## config.mk

```make
export PLATFORM = sky130hd
export DESIGN_NAME = twin_timer_clock
export DESIGN_NICKNAME = d
export VERILOG_FILES = /design/src/rtl/twin_timer_pkg.sv /design/src/rtl/twin_timer_ctrl.sv /design/src/rtl/twin_timer_dp.sv /design/src/rtl/twin_timer_clock.sv
export SDC_FILE = /design/constraint.sdc
export NUM_CORES = 1
export LEC_CHECK = 0
export ABC_CLOCK_PERIOD_IN_PS = 5900
export BUFFER_PORTS_ARGS = -buffer_cell sky130_fd_sc_hd__buf_4
export CAP_MARGIN = 20
export CORE_MARGIN = 2
export CORE_UTILIZATION = 31
export DETAILED_ROUTE_END_ITERATION = 7
export GPL_TIMING_DRIVEN = 0
export HOLD_SLACK_MARGIN = 0.05
export MAX_ROUTING_LAYER = met4
export SETUP_SLACK_MARGIN = 0.3
export SLEW_MARGIN = 10
export SYNTH_ARGS = -nofsm -noshare
export SYNTH_HDL_FRONTEND = slang
export SYNTH_SLANG_ARGS = --single-unit
```

## constraint.sdc

```tcl
create_clock -name clk -period 5.9 [get_ports clk]
set_clock_uncertainty 0.1 [all_clocks]
set_input_delay 1.18 -clock clk [delete_from_list [all_inputs] [get_ports clk]]
set_output_delay 1.18 -clock clk [all_outputs]
set_load 0.01 [all_outputs]
```

## src/rtl/twin_timer_pkg.sv

```systemverilog
package twin_timer_pkg;
  localparam int NumCh = 2;
  localparam int RegW  = 8;
  localparam int SelW  = 3;

  typedef enum logic [SelW-1:0] {
    SEL_OFF      = 3'd0,
    SEL_DIV8     = 3'd1,
    SEL_DIV64    = 3'd2,
    SEL_DIV8K    = 3'd3,
    SEL_CASC     = 3'd4,
    SEL_EXT_RISE = 3'd5,
    SEL_EXT_FALL = 3'd6,
    SEL_EXT_BOTH = 3'd7
  } clkSrc_e;

  typedef enum logic [2:0] {
    REG_SEL  = 3'd0,
    REG_STAT = 3'd1,
    REG_CNT  = 3'd2,
    REG_CMPA = 3'd3,
    REG_CMPB = 3'd4
  } regIdx_e;

  // strobes from control to datapath
  typedef struct packed {
    logic [NumCh-1:0] countEn;
  } ctlStrobe_t;
endpackage

```

## src/rtl/twin_timer_ctrl.sv

```systemverilog
module twin_timer_ctrl
  import twin_timer_pkg::*;
#(
  parameter int PRESC_W   = 13,
  parameter int TAP_DIV8  = 2,
  parameter int TAP_DIV64 = 5,
  parameter int TAP_DIV8K = 12
) (
  input  logic                        clk,
  input  logic                        rstN,
  input  logic                        extPin,
  input  logic [NumCh-1:0][SelW-1:0]  clkSel,
  input  logic [NumCh-1:0]            cascEvt,
  output ctlStrobe_t                  strobe
);
  localparam int NumTap = 3;

  function automatic int tapPos(input int idx);
    case (idx)
      0:       return TAP_DIV8;
      1:       return TAP_DIV64;
      default: return TAP_DIV8K;
    endcase
  endfunction

  // free-running prescaler; a tap falling 1->0 yields one enable cycle
  logic [PRESC_W-1:0] presc;
  logic [NumTap-1:0]  tapNow, tapPrev, tick;

  for (genvar t = 0; t < NumTap; t++) begin : g_tap
    assign tapNow[t] = presc[tapPos(t)];
  end

  always_ff @(posedge clk or negedge rstN) begin
    if (!rstN) begin
      presc   <= '0;
      tapPrev <= '0;
    end else begin
      presc   <= presc + PRESC_W'(1);
      tapPrev <= tapNow;
    end
  end

  assign tick = tapPrev & ~tapNow;

  // two-flop synchronizer plus one history flop for edge detection
  logic syncA, syncB, syncC;
  logic pinRise, pinFall;

  always_ff @(posedge clk or negedge rstN) begin
    if (!rstN) begin
      syncA <= 1'b0;
      syncB <= 1'b0;
      syncC <= 1'b0;
    end else begin
      syncA <= extPin;
      syncB <= syncA;
      syncC <= syncB;
    end
  end

  assign pinRise = syncB & ~syncC;
  assign pinFall = ~syncB & syncC;

  // both channels chained onto each other would form a loop
  logic loopLock;
  assign loopLock = (clkSel[0] == SEL_CASC) && (clkSel[1] == SEL_CASC);

  logic [NumCh-1:0] enVec;

  for (genvar c = 0; c < NumCh; c++) begin : g_sel
    logic src;
    always_comb begin
      case (clkSel[c])
        SEL_DIV8:     src = tick[0];
        SEL_DIV64:    src = tick[1];
        SEL_DIV8K:    src = tick[2];
        SEL_CASC:     src = cascEvt[NumCh-1-c];
        SEL_EXT_RISE: src = pinRise;
        SEL_EXT_FALL: src = pinFall;
        SEL_EXT_BOTH: src = pinRise | pinFall;
        default:      src = 1'b0;
      endcase
    end
    assign enVec[c] = src & ~loopLock;
  end

  assign strobe.countEn = enVec;
endmodule

```

## src/rtl/twin_timer_dp.sv

```systemverilog
module twin_timer_dp
  import twin_timer_pkg::*;
#(
  parameter int CNT_W = 8
) (
  input  logic                        clk,
  input  logic                        rstN,
  input  ctlStrobe_t                  strobe,
  input  logic                        busWrEn,
  input  logic [3:0]                  busAddr,
  input  logic [RegW-1:0]             busWrData,
  output logic [RegW-1:0]             busRdData,
  output logic [NumCh-1:0][SelW-1:0]  clkSel,
  output logic [NumCh-1:0]            cascEvt,
  output logic [NumCh-1:0][CNT_W-1:0] cntVal,
  output logic [NumCh-1:0][2:0]       flagVal
);
  localparam logic [CNT_W-1:0] CntMax = '1;

  logic [2:0]                  regSel;
  logic [NumCh-1:0][RegW-1:0]  rdCh;

  assign regSel = busAddr[2:0];

  for (genvar c = 0; c < NumCh; c++) begin : g_ch
    logic              chHit, wrSel, wrStat, wrCnt, wrCmpA, wrCmpB, step;
    logic [SelW-1:0]   selQ;
    logic [CNT_W-1:0]  cntQ, cmpAQ, cmpBQ, cntInc;
    logic [2:0]        flagQ, flagSet, flagKeep;   // {cmpB, cmpA, ovf}
    logic [3:0]        outSelQ;
    logic              auxQ, cascQ;

    assign chHit  = busWrEn && (int'(busAddr[3]) == c);
    assign wrSel  = chHit && (regSel == REG_SEL);
    assign wrStat = chHit && (regSel == REG_STAT);
    assign wrCnt  = chHit && (regSel == REG_CNT);
    assign wrCmpA = chHit && (regSel == REG_CMPA);
    assign wrCmpB = chHit && (regSel == REG_CMPB);

    assign step     = strobe.countEn[c] && !wrCnt;
    assign cntInc   = cntQ + CNT_W'(1);
    assign flagSet  = {step && (cntInc == cmpBQ),
                       step && (cntInc == cmpAQ),
                       step && (cntQ == CntMax)};
    assign flagKeep = wrStat ? busWrData[7:5] : 3'b111;

    always_ff @(posedge clk or negedge rstN) begin
      if (!rstN) begin
        selQ    <= '0;
        cntQ    <= '0;
        cmpAQ   <= '1;
        cmpBQ   <= '1;
        flagQ   <= '0;
        outSelQ <= '0;
        cascQ   <= 1'b0;
      end else begin
        if (wrSel)       selQ <= busWrData[SelW-1:0];
        if (wrCnt)       cntQ <= busWrData[CNT_W-1:0];
        else if (step)   cntQ <= cntInc;
        if (wrCmpA)      cmpAQ <= busWrData[CNT_W-1:0];
        if (wrCmpB)      cmpBQ <= busWrData[CNT_W-1:0];
        flagQ <= flagSet | (flagQ & flagKeep);
        if (wrStat)      outSelQ <= busWrData[3:0];
        // channel 0 hands compare-A to its partner, channel 1 hands overflow
        cascQ <= (c == 0) ? flagSet[1] : flagSet[0];
      end
    end

    if (c == 0) begin : g_aux
      always_ff @(posedge clk or negedge rstN) begin
        if (!rstN)       auxQ <= 1'b0;
        else if (wrStat) auxQ <= busWrData[4];
      end
    end else begin : g_fixed
      assign auxQ = 1'b1;
    end

    always_comb begin
      case (regSel)
        REG_SEL:  rdCh[c] = RegW'(selQ);
        REG_STAT: rdCh[c] = {flagQ, auxQ, outSelQ};
        REG_CNT:  rdCh[c] = RegW'(cntQ);
        REG_CMPA: rdCh[c] = RegW'(cmpAQ);
        REG_CMPB: rdCh[c] = RegW'(cmpBQ);
        default:  rdCh[c] = '0;
      endcase
    end

    assign clkSel[c]  = selQ;
    assign cascEvt[c] = cascQ;
    assign cntVal[c]  = cntQ;
    assign flagVal[c] = flagQ;
  end

  assign busRdData = rdCh[busAddr[3]];
endmodule

```

## src/rtl/twin_timer_clock.sv

```systemverilog
module twin_timer_clock
  import twin_timer_pkg::*;
#(
  parameter int CNT_W     = 8,
  parameter int PRESC_W   = 13,
  parameter int TAP_DIV8  = 2,
  parameter int TAP_DIV64 = 5,
  parameter int TAP_DIV8K = 12
) (
  input  logic            clk,
  input  logic            rstN,
  input  logic            extPin,
  input  logic            busWrEn,
  input  logic [3:0]      busAddr,
  input  logic [RegW-1:0] busWrData,
  output logic [RegW-1:0] busRdData
);
  ctlStrobe_t                   strobe;
  logic [NumCh-1:0][SelW-1:0]   clkSel;
  logic [NumCh-1:0]             cascEvt;
  logic [NumCh-1:0][CNT_W-1:0]  cntVal;
  logic [NumCh-1:0][2:0]        flagVal;

  twin_timer_ctrl #(
    .PRESC_W  (PRESC_W),
    .TAP_DIV8 (TAP_DIV8),
    .TAP_DIV64(TAP_DIV64),
    .TAP_DIV8K(TAP_DIV8K)
  ) u_ctrl (
    .clk    (clk),
    .rstN   (rstN),
    .extPin (extPin),
    .clkSel (clkSel),
    .cascEvt(cascEvt),
    .strobe (strobe)
  );

  twin_timer_dp #(
    .CNT_W(CNT_W)
  ) u_dp (
    .clk      (clk),
    .rstN     (rstN),
    .strobe   (strobe),
    .busWrEn  (busWrEn),
    .busAddr  (busAddr),
    .busWrData(busWrData),
    .busRdData(busRdData),
    .clkSel   (clkSel),
    .cascEvt  (cascEvt),
    .cntVal   (cntVal),
    .flagVal  (flagVal)
  );
endmodule

```

# Word level (Yosys, flattened, before mapping)
# Index checks and enable logic that the tools add are counted.
# op_classes
bitwise,15
magnitude_cmp,1
addsub,3
n_eq_ne,24
n_mux,12
n_reduce_logical,26
# ops
cell,n
8-bit case mux with 5 select lines,2
8-bit two-way mux,6
8-bit == test,4
"3-bit == test, second input constant",9
1-bit logical AND,21
"3-bit by 2-bit == test with 1-bit output, second input constant",6
"8-bit by 1-bit adder with 8-bit output, second input constant",2
"8-bit == test, second input constant",2
1-bit case mux with 7 select lines,2
"13-bit by 1-bit adder with 13-bit output, second input constant",1
3-bit AND,3
"3-bit by 1-bit == test with 1-bit output, second input constant",3
3-bit two-way mux,2
3-bit OR,2
1-bit AND,4
1-bit NOT,4
2-bit nonzero test,2
3-bit zero test,1
3-bit NOT,1
1-bit zero test,2
"1-bit by 2-bit less-than comparator with 1-bit output, second input constant",1
1-bit OR,1
# word_totals
out_inout_bits,8
inputBits,16
register_bits,90
word_cells,101

# Depth between registers and ports, before layout
# Gate-level depths: netlist (run 1).
# depth
word_depth,8
depth_mapped,8
depth_no_buf,7

# Cells and area by module
# From an unflattened synthesis (run 1), not the netlist that was laid out.
# unflattened
hier_cells,506
area_unflattened_um2,5263.8
# by_module_without_submodules
mod,area_per_inst_um2,n_inst,cells_each,seq_area_each_um2
twin_timer_dp,4379.2,1,435,1816.7
twin_timer_ctrl,884.6,1,71,475.5

# Worst setup path before layout (run 1)
# OpenSTA, ideal clock, no wires.
# synth_timing
path_kind,input-to-output
start,input port busAddr[0]
end,output port busRdData[1]
t_required_ps,4620
path_stages,5
slack_ps,2233
path_buffers,3
arrival_ps,2387
path_cell_list,buf_2 clkbuf_1 clkbuf_1 a31oi_1 a221oi_1
# synth_via
elab_chain_len,4
word_cells_on_any_way,9
classes_between,4 x eq/ne; 4 x mux; 1 x reduce/logical
# synth_rtl
item,line,source
from (decl),twin_timer_clock.sv:14,"input logic [3:0] busAddr,"
"3-bit == test, or another cell as far along",twin_timer_dp.sv:79,case (regSel)
8-bit case mux with 5 select lines,twin_timer_dp.sv:79,
8-bit two-way mux (implied by the code) * (2 in a row),twin_timer_dp.sv:95,assign busRdData = rdCh[busAddr[3]];
to (decl),twin_timer_clock.sv:16,output logic [RegW-1:0] busRdData
# Every way passes the cells marked *; elsewhere a longest branch is shown, timed or not. The select of a mux whose other input is x is not followed.

# Worst setup path after layout (run 1)
# layout_timing
start,input port busAddr[2]
end,output port busRdData[3]
# Same word-level chain as after synthesis.

==> results.yml, run 1 <==
run_status:
  outcome: "finished clean"
routing:
  drt_iter0_drc: 368
  wirelength_mm: 15.56
  drc: 0
  ant_nets: 0
  via_count: 4511
  wl_per_cell_um: 18.97
  viasPerCell: 5.501
  dr.pass1.iters: 5
hold_path:
  min-delay-start: "u_ctrl.syncA"
  hold_class: "reg -> reg"
synthesis:
  synth_top_area_frac: 0.2605
  async_reset_ff_frac: 1.000
  synth_area_leaders: "dfrtp_1 (26%), dfstp_2 (15%), mux2_2 (12%)"
  syn_inst: 553
  synth_top_cells_by_count: "dfrtp_1 (58), mux2_2 (58), xnor2_1 (45)"
  syn_avg_cell_area_um2: 10.08
  syn_nets: 574
  synth.cell_area_um2: 5572
  yosys.area.top_type: "dfrtp_1"
  synth-seq-area-share: 0.4114
  ys_types: 70
  yosysWarnings: 0
  synth_ff_type: "dfrtp_1"
  synth-seq-cells: 90
  synth_edf_count: 0
die:
  fp.dieArea_um2: 19060
  start_util: 0.3134
  die_y_um: 138.1
  die_w_um: 138.1
  row_count: 49
  ioPinCount: 24
  core_um2: 17780
timing:
  finalHoldViolCount: 0
  fin_crit_sh: 0.7549
  finalSetupTns_ps: 0
  setup_viol: 0
  fmax_mhz: 224.5
  slew_violations: 0
  worst_slew_pin_slew_ps: 988.7
  rsz0062_at_grt: "no"
  relSlewSlack: 0.3354
  period_needed_ps: 4454
clocking:
  ctsHoldBuffers: 0
  cts.clk_slew.worst_paths_ps: 70
  ctsResizeCount: 0
  cts_buffer_depth: 2
  cts_tree: "built"
  cts_buffers: 9
  cts_setup_buffers: 0
  clock_sinks: 90
  clock_latency_ps: 360
  htree_levels: 3
  cts-root-buf: "clkbuf_16"
finish:
  nNetsFinal: 607
  antenna_cells: 0
  final_cell_area_um2: 6350
  layout-drive-gt1-share: 0.2690
  area_growth_pct: 13.97
  final_cells: 820
global_route:
  grt_start_max_net_pins: 47
  antenna_found_initial: 0
  grt_pass1_wl_mm: 24.50
  track_usage: 0.1688
  grt_pass1_vias: 4524
  overflow: 0
worst_setup_path:
  critPathLaunchType: "input pin"
  critical_path_class: "in -> out"
  r2r_start: "u_dp.g_ch[0].cntQ[1]"
  path_max_fanout: 10
  worstPathRequired_ps: 4620
  critPathLaunch: "busAddr[2]"
  crit_path_end_kind: "primary output"
  crit_arrival_ps: 3170
placement:
  gp_congestion: 0.9045
  dp_cells: 804
  placed_cell_area_um2: 6041
  port_buffers: 20
  dp_hpwl_mm: 11.09
power_and_ir_drop:
  vdd_drop_max_mv: 0.1518
  p_leak_nw: 2.456
  p_per_area_nw_per_um2: 398.9
  power_mw: 2.533
run:
  maxCapViolations: 0
[through the flow]
stage	worst slack [ps]	utilization	hold slack (ps)
floorplan	2233	-	231.2
finish	1446	0.3571	258.0
detailed placement	1509	0.3398	235.5
global placement	1468	0.3379	234.6
global route	1367	0.3571	262.8
CTS	1513	0.3571	257.6
[cells by family (layout without fill, tap and decap cells)]
kind of cell             count (synthesis)  count (layout)  share of synthesized area
AO/OA/AOI/OAI                          117             117                     0.1466
flip-flops                              90              90                     0.4114
multiplexers                            66              66                     0.1316
adder cells (fa/ha/maj)                  5               5                    0.01123
buffers and inverters                   50              88                    0.03975
AND/OR/NAND/NOR                        164             164                     0.1610
XOR/XNOR                                61              61                    0.09836
[layout make-up]
cell class / count / area (µm²)
inverter: 8 / 30.03
multi-input combinational: 413 / 3058
buffer: 42 / 191.4
clock buffer: 9 / 225.2
clock inverter: 7 / 83.83
fill: 1824 / 11430
sequential: 90 / 2292
tap: 229 / 286.5
timing repair buffer: 22 / 182.7
[routing by layer]
metal / track usage / up-vias / wire [µm]
li1: - / 2078 / -
met1: 0.2233 / 2252 / 7177
met2: 0.2540 / 157 / 7278
met3: 0.03706 / 24 / 849
met4: 0.06445 / 0 / 250
met5: - / - / 0
[state kept, by name, indices dropped and copies added (netlist names)]
signal,flops
u_dp.g_ch.cmpAQ,16
u_dp.g_ch.cmpBQ,16
u_dp.g_ch.cntQ,16
u_ctrl.presc,13
u_dp.g_ch.outSelQ,8
u_dp.g_ch.flagQ,6
u_dp.g_ch.selQ,6
u_ctrl.tapPrev,3
u_dp.g_ch.cascQ,2
u_ctrl.syncA,1
u_ctrl.syncB,1
u_ctrl.syncC,1
u_dp.g_ch.auxQ,1
[critical path: stages]
cell	delay [ps]
buf_4	130
buf_2	250
nor2b_1	650
a22oi_1	150
o21ai_0	250
o21ai_0	120
a22oi_1	260
buf_4	180
[cells in the final DEF (no fill, tap or decap), types with 21 or more instances in the layout]
cell	instances
nand2_1	35
clkbuf_1	24
xnor2_1	45
o21ai_0	24
dfstp_2	32
dfrtp_1	58
a21oi_1	21
buf_4	23
nor2_1	35
mux2_2	58
[worst paths after layout]
path / end / slack (ps) / cells past startpoint
worst max-delay path: busRdData[3] / 1450 / 8
worst min-delay path: u_ctrl.syncB / 260 / 0
worst max register to register: u_dp.g_ch[0].flagQ[2] / 3490 / 6
worst min register to register: u_ctrl.syncB / 260 / 0
max in group asynchronous: u_dp.g_ch[1].cmpBQ[1] / 4260 / 2
min in group asynchronous: u_dp.g_ch[0].auxQ / 760 / 1
[power by group]
| group | total, mW | switching [mW] | internal, mW |
|---|---|---|---|
| logic | 1.01 | 0.548 | 0.462 |
| clock network | 0.606 | 0.269 | 0.336 |
| registers | 0.917 | 0.122 | 0.795 |
| total | 2.53 | 0.939 | 1.59 |
Power figures use the tool's default switching activity.
==> inputs of run 2 (changes only) <==
--- a/config.mk
+++ b/config.mk
@@ -5,7 +5,8 @@
 export SDC_FILE = /design/constraint.sdc
 export NUM_CORES = 1
 export LEC_CHECK = 0
-export ABC_CLOCK_PERIOD_IN_PS = 5900
+export ABC_AREA = 1
+export ABC_CLOCK_PERIOD_IN_PS = 4600
 export BUFFER_PORTS_ARGS = -buffer_cell sky130_fd_sc_hd__buf_4
 export CAP_MARGIN = 20
 export CORE_MARGIN = 2
==> constraint.sdc (replaced) <==
create_clock -name clk -period 4.6 [get_ports clk]
set_clock_uncertainty 0.1 [all_clocks]
set_input_delay 0.92 -clock clk [delete_from_list [all_inputs] [get_ports clk]]
set_output_delay 0.92 -clock clk [all_outputs]
set_load 0.01 [all_outputs]
==> run 2 against run 1 <==
Against the previous run:
- cell count up 19%
- critical path depth is 1 higher
- total power rose by 10%
- worst setup slack got worse by 480 ps
- combinational power fell by 6%
- synthesized cell count is 29% higher
==> results.yml, run 2 <==
clocking:
  ctsHoldBuffers: 0
  cts_buffer_depth: 2
  cts.clk_slew.worst_paths_ps: 60
  cts_setup_buffers: 0
  ctsResizeCount: 0
  clock_sinks: 90
  htree_levels: 3
  cts-root-buf: "clkbuf_16"
  clock_latency_ps: 350
  cts_buffers: 9
  cts_tree: "built"
hold_path:
  hold_class: "reg -> reg"
  hold_path_depth: 0
global_route:
  grt_pass1_wl_mm: 23.74
  antenna_found_initial: 0
  track_usage: 0.1796
  grt_pass1_vias: 4351
  overflow: 0
  grt_start_max_net_pins: 54
routing:
  ant_nets: 0
  drt_iter0_drc: 489
  wirelength_mm: 14.58
  viasPerCell: 4.799
  drc: 0
  dr.pass1.iters: 5
  via_count: 4674
  wl_per_cell_um: 14.97
synthesis:
  synth_edf_count: 0
  synth_top_cells_by_count: "nand2_1 (272), o21ai_0 (87), inv_1 (72)"
  synth-seq-cells: 90
  async_reset_ff_frac: 1.000
  synth.cell_area_um2: 5169
  syn_inst: 714
  synth_area_leaders: "dfrtp_1 (28%), nand2_1 (20%), dfstp_2 (16%)"
  synth-seq-area-share: 0.4435
  yosysMostFrequentCell: "nand2_1"
  synth_ff_type: "dfrtp_1"
  yosysWarnings: 0
  ys_types: 36
  syn_avg_cell_area_um2: 7.239
  yosys.area.top_type: "dfrtp_1"
  syn_nets: 735
  synth_top_area_frac: 0.2808
finish:
  layout_commonest_cell: "nand2_1"
  finalCoreUtilization: 0.3593
  final_cell_mix: "nand2_1 (272), o21ai_0 (87), inv_1 (72)"
  layout-drive-gt1-share: 0.1313
  top_regs: "u_dp.g_ch.cmpAQ x16, u_dp.g_ch.cmpBQ x16, u_dp.g_ch.cntQ x16"
  antenna_cells: 0
  multi_input_area_um2: 2476
  fill_cells: 1719
  seq_area_um2: 2292
  area_growth_pct: 14.48
  nNetsFinal: 770
worst_setup_path:
  critPathLaunchType: "input pin"
  crit_buf_inv: 4
  crit_cells: 9
  crit_path_cell_trace: "buf_4 > inv_1 > nand3_2 > clkinv_1 > nand2_1 > nand4_1 > a21oi_1 > o21ai_0 > buf_4"
  crit_path_end_kind: "primary output"
  cp_slowest_stage_delay_ps: 440
  crit_arrival_ps: 2620
  cpMostUsedCell: "buf_4"
  cp_slowest_cell: "clkinv_1"
  cp_top_family: "buffers and inverters"
  worstPathRequired_ps: 3580
  path_max_fanout: 10
  rr_worst_depth: 11
  critical_path_class: "in -> out"
placement:
  dp_slack_ps: 996.4
  dp_hpwl_mm: 10.87
  port_buffers: 23
  gp_congestion: 0.8802
power_and_ir_drop:
  p_leak_nw: 2.840
  vdd_drop_max_mv: 0.1650
  p_per_area_nw_per_um2: 472.1
die:
  row_count: 47
  die_y_um: 133.1
  die_w_um: 133.1
  start_util: 0.3139
  ioPinCount: 24
  fp.dieArea_um2: 17720
  core_um2: 16470
timing:
  worst_slew_pin_slew_ps: 639.8
  finalHoldViolCount: 0
  fmax_mhz: 275.0
  setup_slack_ps: 964.2
  setup_viol: 0
  fin_crit_sh: 0.7904
  period_needed_ps: 3636
  slew_violations: 0
  rsz0062_at_grt: "no"
  finalSetupTns_ps: 0
  relSlewSlack: 0.5721
run_status:
  outcome: "finished clean"
run:
  maxCapViolations: 0
==> run 2: cell count changes after synthesis, sizes merged, moves of 32 or more <==
cell / delta
xnor2: -36
nand3: +32
mux2: -58
inv: +70
nand2: +237
o21ai: +64
==> run 2: logic make-up (layout without fill, tap and decap cells) <==
family | after synthesis | in the layout | synth area share
flops | 90 | 90 | 0.4435
compound gates | 110 | 110 | 0.1157
simple gates | 396 | 396 | 0.3207
fa+ha+maj | 5 | 5 | 0.01210
xor+xnor | 18 | 18 | 0.03050
buf+inv | 95 | 135 | 0.07746
==> run 2: final timing paths <==
kind	start	to	slack (ps)
hold / removal	u_ctrl.syncA	u_ctrl.syncB	260
min in group asynchronous	rstN	u_ctrl.syncA	440
setup / recovery	busAddr[2]	busRdData[0]	960
max in group asynchronous	rstN	u_dp.g_ch[1].cmpAQ[7]	3270
setup reg to reg	u_dp.g_ch[0].cntQ[1]	u_dp.g_ch[0].flagQ[1]	2580
hold reg to reg	u_ctrl.syncA	u_ctrl.syncB	260
==> run 2: cell type report <==
type,instances,share of cell area
well taps,220,0.04652
multi-input cells,529,0.4185
repair buffers,24,0.03383
inverters,80,0.05202
flip-flops and latches,90,0.3874
clock inverters,5,0.005075
clock buffers,11,0.04102
plain buffers,15,0.01565
==> run 2: routing by layer <==
layer  up-vias  global-route usage  part of all wire  wire length [µm]
met4         0             0.06383             0.019               276
met5         -                   -                 0                 0
met3        19             0.03006             0.046               666
met1      2193              0.2443              0.47              6909
met2       103              0.2717              0.46              6728
li1       2359                   -                 -                 -
==> run 2: power breakdown <==
group          switching (mW)  internal [mW]
sequential              0.147           1.00
combinational           0.599          0.348
clock                   0.319          0.379
==> run 2: per-stage QoR <==
step	hold WS (ps)	power (mW)	instances	cell area (µm²)
floorplan	231.2	1.822	714	5169
global placement	260.6	2.089	957	5617
detailed placement	257.5	2.098	958	5644
CTS	271.0	2.802	974	5917
global route	298.0	3.012	974	5917
finish	261.5	2.793	974	5917
==> inputs of run 3 (changes only) <==
--- a/config.mk
+++ b/config.mk
@@ -5,8 +5,8 @@
 export SDC_FILE = /design/constraint.sdc
 export NUM_CORES = 1
 export LEC_CHECK = 0
-export ABC_AREA = 1
-export ABC_CLOCK_PERIOD_IN_PS = 4600
+export ABC_AREA = 0
+export ABC_CLOCK_PERIOD_IN_PS = 3300
 export BUFFER_PORTS_ARGS = -buffer_cell sky130_fd_sc_hd__buf_4
 export CAP_MARGIN = 20
 export CORE_MARGIN = 2
==> constraint.sdc (replaced) <==
create_clock -name clk -period 3.3 [get_ports clk]
set_clock_uncertainty 0.1 [all_clocks]
set_input_delay 0.66 -clock clk [delete_from_list [all_inputs] [get_ports clk]]
set_output_delay 0.66 -clock clk [all_outputs]
set_load 0.01 [all_outputs]
==> run 3 against run 2 <==
Against the previous run:
- routed wire length rose by 6.4%
- combinational power up 91%
- non-clock buffer count rose by 26
- via count decreased by 3.1%
- critical path depth down 1
- utilization about the same
- cell count is 16% lower
- cell area is 8.0% higher
- largest power group is now combinational cells
- sequential power is 43% higher
==> results.yml, run 3 (same netlist as run 1, synthesis figures left out) <==
worst_setup_path:
  r2r_start: "u_dp.g_ch[0].cntQ[1]"
  cp_top_family: "compound AO/OA/AOI/OAI gates"
  r2r_end: "u_dp.g_ch[0].cascQ"
  cpMostUsedCell: "buf_4"
  path_max_fanout: 10
  critical_path_class: "in -> out"
  critPathLaunchType: "input pin"
  regToRegSetupSlack_ps: 880
  cp_slowest_cell: "a311oi_1"
  crit_buf_inv: 3
  cp_slowest_stage_delay_ps: 310
  crit_path_cell_trace: "buf_4 > clkbuf_4 > mux2i_1 > nor2_1 > a311oi_1 > o21ai_0 > o21a_1 > buf_4"
  worstPathRequired_ps: 2540
  rr_worst_depth: 7
  crit_path_end_kind: "primary output"
  crit_arrival_ps: 2170
clocking:
  htree_levels: 3
  cts_buffer_depth: 2
  cts_tree: "built"
  clock_latency_ps: 360
  clock_sinks: 90
  cts.clk_slew.worst_paths_ps: 70
  ctsHoldBuffers: 0
  cts-root-buf: "clkbuf_16"
  cts_buffers: 9
global_route:
  antenna_found_initial: 0
  overflow: 0
  grt_pass1_wl_mm: 24.53
  grt_start_max_net_pins: 47
  grt_pass1_vias: 4536
  track_usage: 0.1690
finish:
  fill_cells: 1822
  area_growth_pct: 14.66
  final_cell_mix: "mux2_2 (58), dfrtp_1 (58), xnor2_1 (45)"
  finalCoreUtilization: 0.3593
  antenna_cells: 0
  nNetsFinal: 608
  layout-drive-gt1-share: 0.2922
  top_regs: "u_dp.g_ch.cmpAQ x16, u_dp.g_ch.cmpBQ x16, u_dp.g_ch.cntQ x16"
run_status:
  outcome: "finished clean"
die:
  start_util: 0.3134
  ioPinCount: 24
  die_y_um: 138.1
  row_count: 49
  core_um2: 17780
  die_w_um: 138.1
  fp.dieArea_um2: 19060
timing:
  worst_slew_pin_slew_ps: 993.7
  holdWs_ps: 231.8
  period_needed_ps: 2933
  finalSetupTns_ps: 0
  relSlewSlack: 0.3320
  fin_crit_sh: 0.8889
  setup_slack_ps: 366.6
  slew_violations: 0
  finalHoldViolCount: 0
  setup_viol: 0
  fmax_mhz: 340.9
  rsz0062_at_grt: "yes"
routing:
  ant_nets: 0
  drt_iter0_drc: 313
  viasPerCell: 5.515
  drc: 0
  via_count: 4528
  wirelength_mm: 15.52
  wl_per_cell_um: 18.90
  dr.pass1.iters: 5
placement:
  port_buffers: 20
  dp_slack_ps: -51.43
  gp_congestion: 0.9045
  dp_hpwl_mm: 11.09
power_and_ir_drop:
  p_per_area_nw_per_um2: 709.4
  netSwitchingPower_mw: 1.679
  p_clk_frac: 0.238
  power_mw: 4.532
  p_leak_nw: 2.498
  pwr-share-comb: 0.400
  p_sw_frac: 0.3704
  vdd_drop_max_mv: 0.2686
  seq_power_share: 0.362
  p_int_mw: 2.854
hold_path:
  hold_class: "in -> async"
run:
  maxCapViolations: 0
## run 3: metal layers
layer,vias up,global-route usage,part of all wire
met2,145,0.2543,0.47
met4,0,0.06660,0.018
li1,2077,-,-
met5,-,-,0
met3,25,0.03706,0.059
met1,2281,0.2229,0.45
## run 3: area by class of cell
class                           count  area [µm²]  share of cell area
Buffer                             42       209.0             0.03271
Clock buffer                        9       225.2             0.03525
Clock inverter                      7       83.83             0.01312
Inverter                            8       30.03            0.004700
Multi-Input combinational cell    413        3072              0.4808
Sequential cell                    90        2292              0.3588
Tap cell                          229       286.5             0.04485
Timing Repair Buffer               23       190.2             0.02977
## run 3: power by group through the flow
| stage | clock [mW] | sequential [mW] | combinational (mW) |
|---|---|---|---|
| 2_1_floorplan | 0 | 1.58 | 1.41 |
| 3_3_place_gp | 0 | 1.65 | 1.75 |
| 3_5_place_dp | 0 | 1.66 | 1.78 |
| 4_1_cts | 1.11 | 1.64 | 1.80 |
| 5_1_grt | 1.15 | 1.67 | 1.99 |
| 6_report | 1.08 | 1.64 | 1.81 |
## run 3: timing repair
| action | 4_1_cts | 5_1_grt |
|---|---|---|
| endpoints found under the setup margin | 8 | 8 |
| setup buffers | 0 | 1 |
| resized for setup | 9 | 13 |
## run 3: metrics by stage
step,cells,cell area [µm²]
after floorplan,553,5572
after global routing,821,6389
final,821,6389
after global placement,802,6008
after detailed placement,804,6041
after CTS,820,6372
## run 3: worst max path at each step
stage,startpoint,end,slack (ps),depth (start not counted)
2_1_floorplan,busAddr[0],busRdData[1],670,5
3_3_place_gp,busAddr[0],busRdData[1],-90,7
3_5_place_dp,busAddr[2],busRdData[3],-50,8
4_1_cts,busAddr[2],busRdData[3],250,7
5_1_grt,busAddr[2],busRdData[3],290,8
6_report,busAddr[2],busRdData[2],370,8
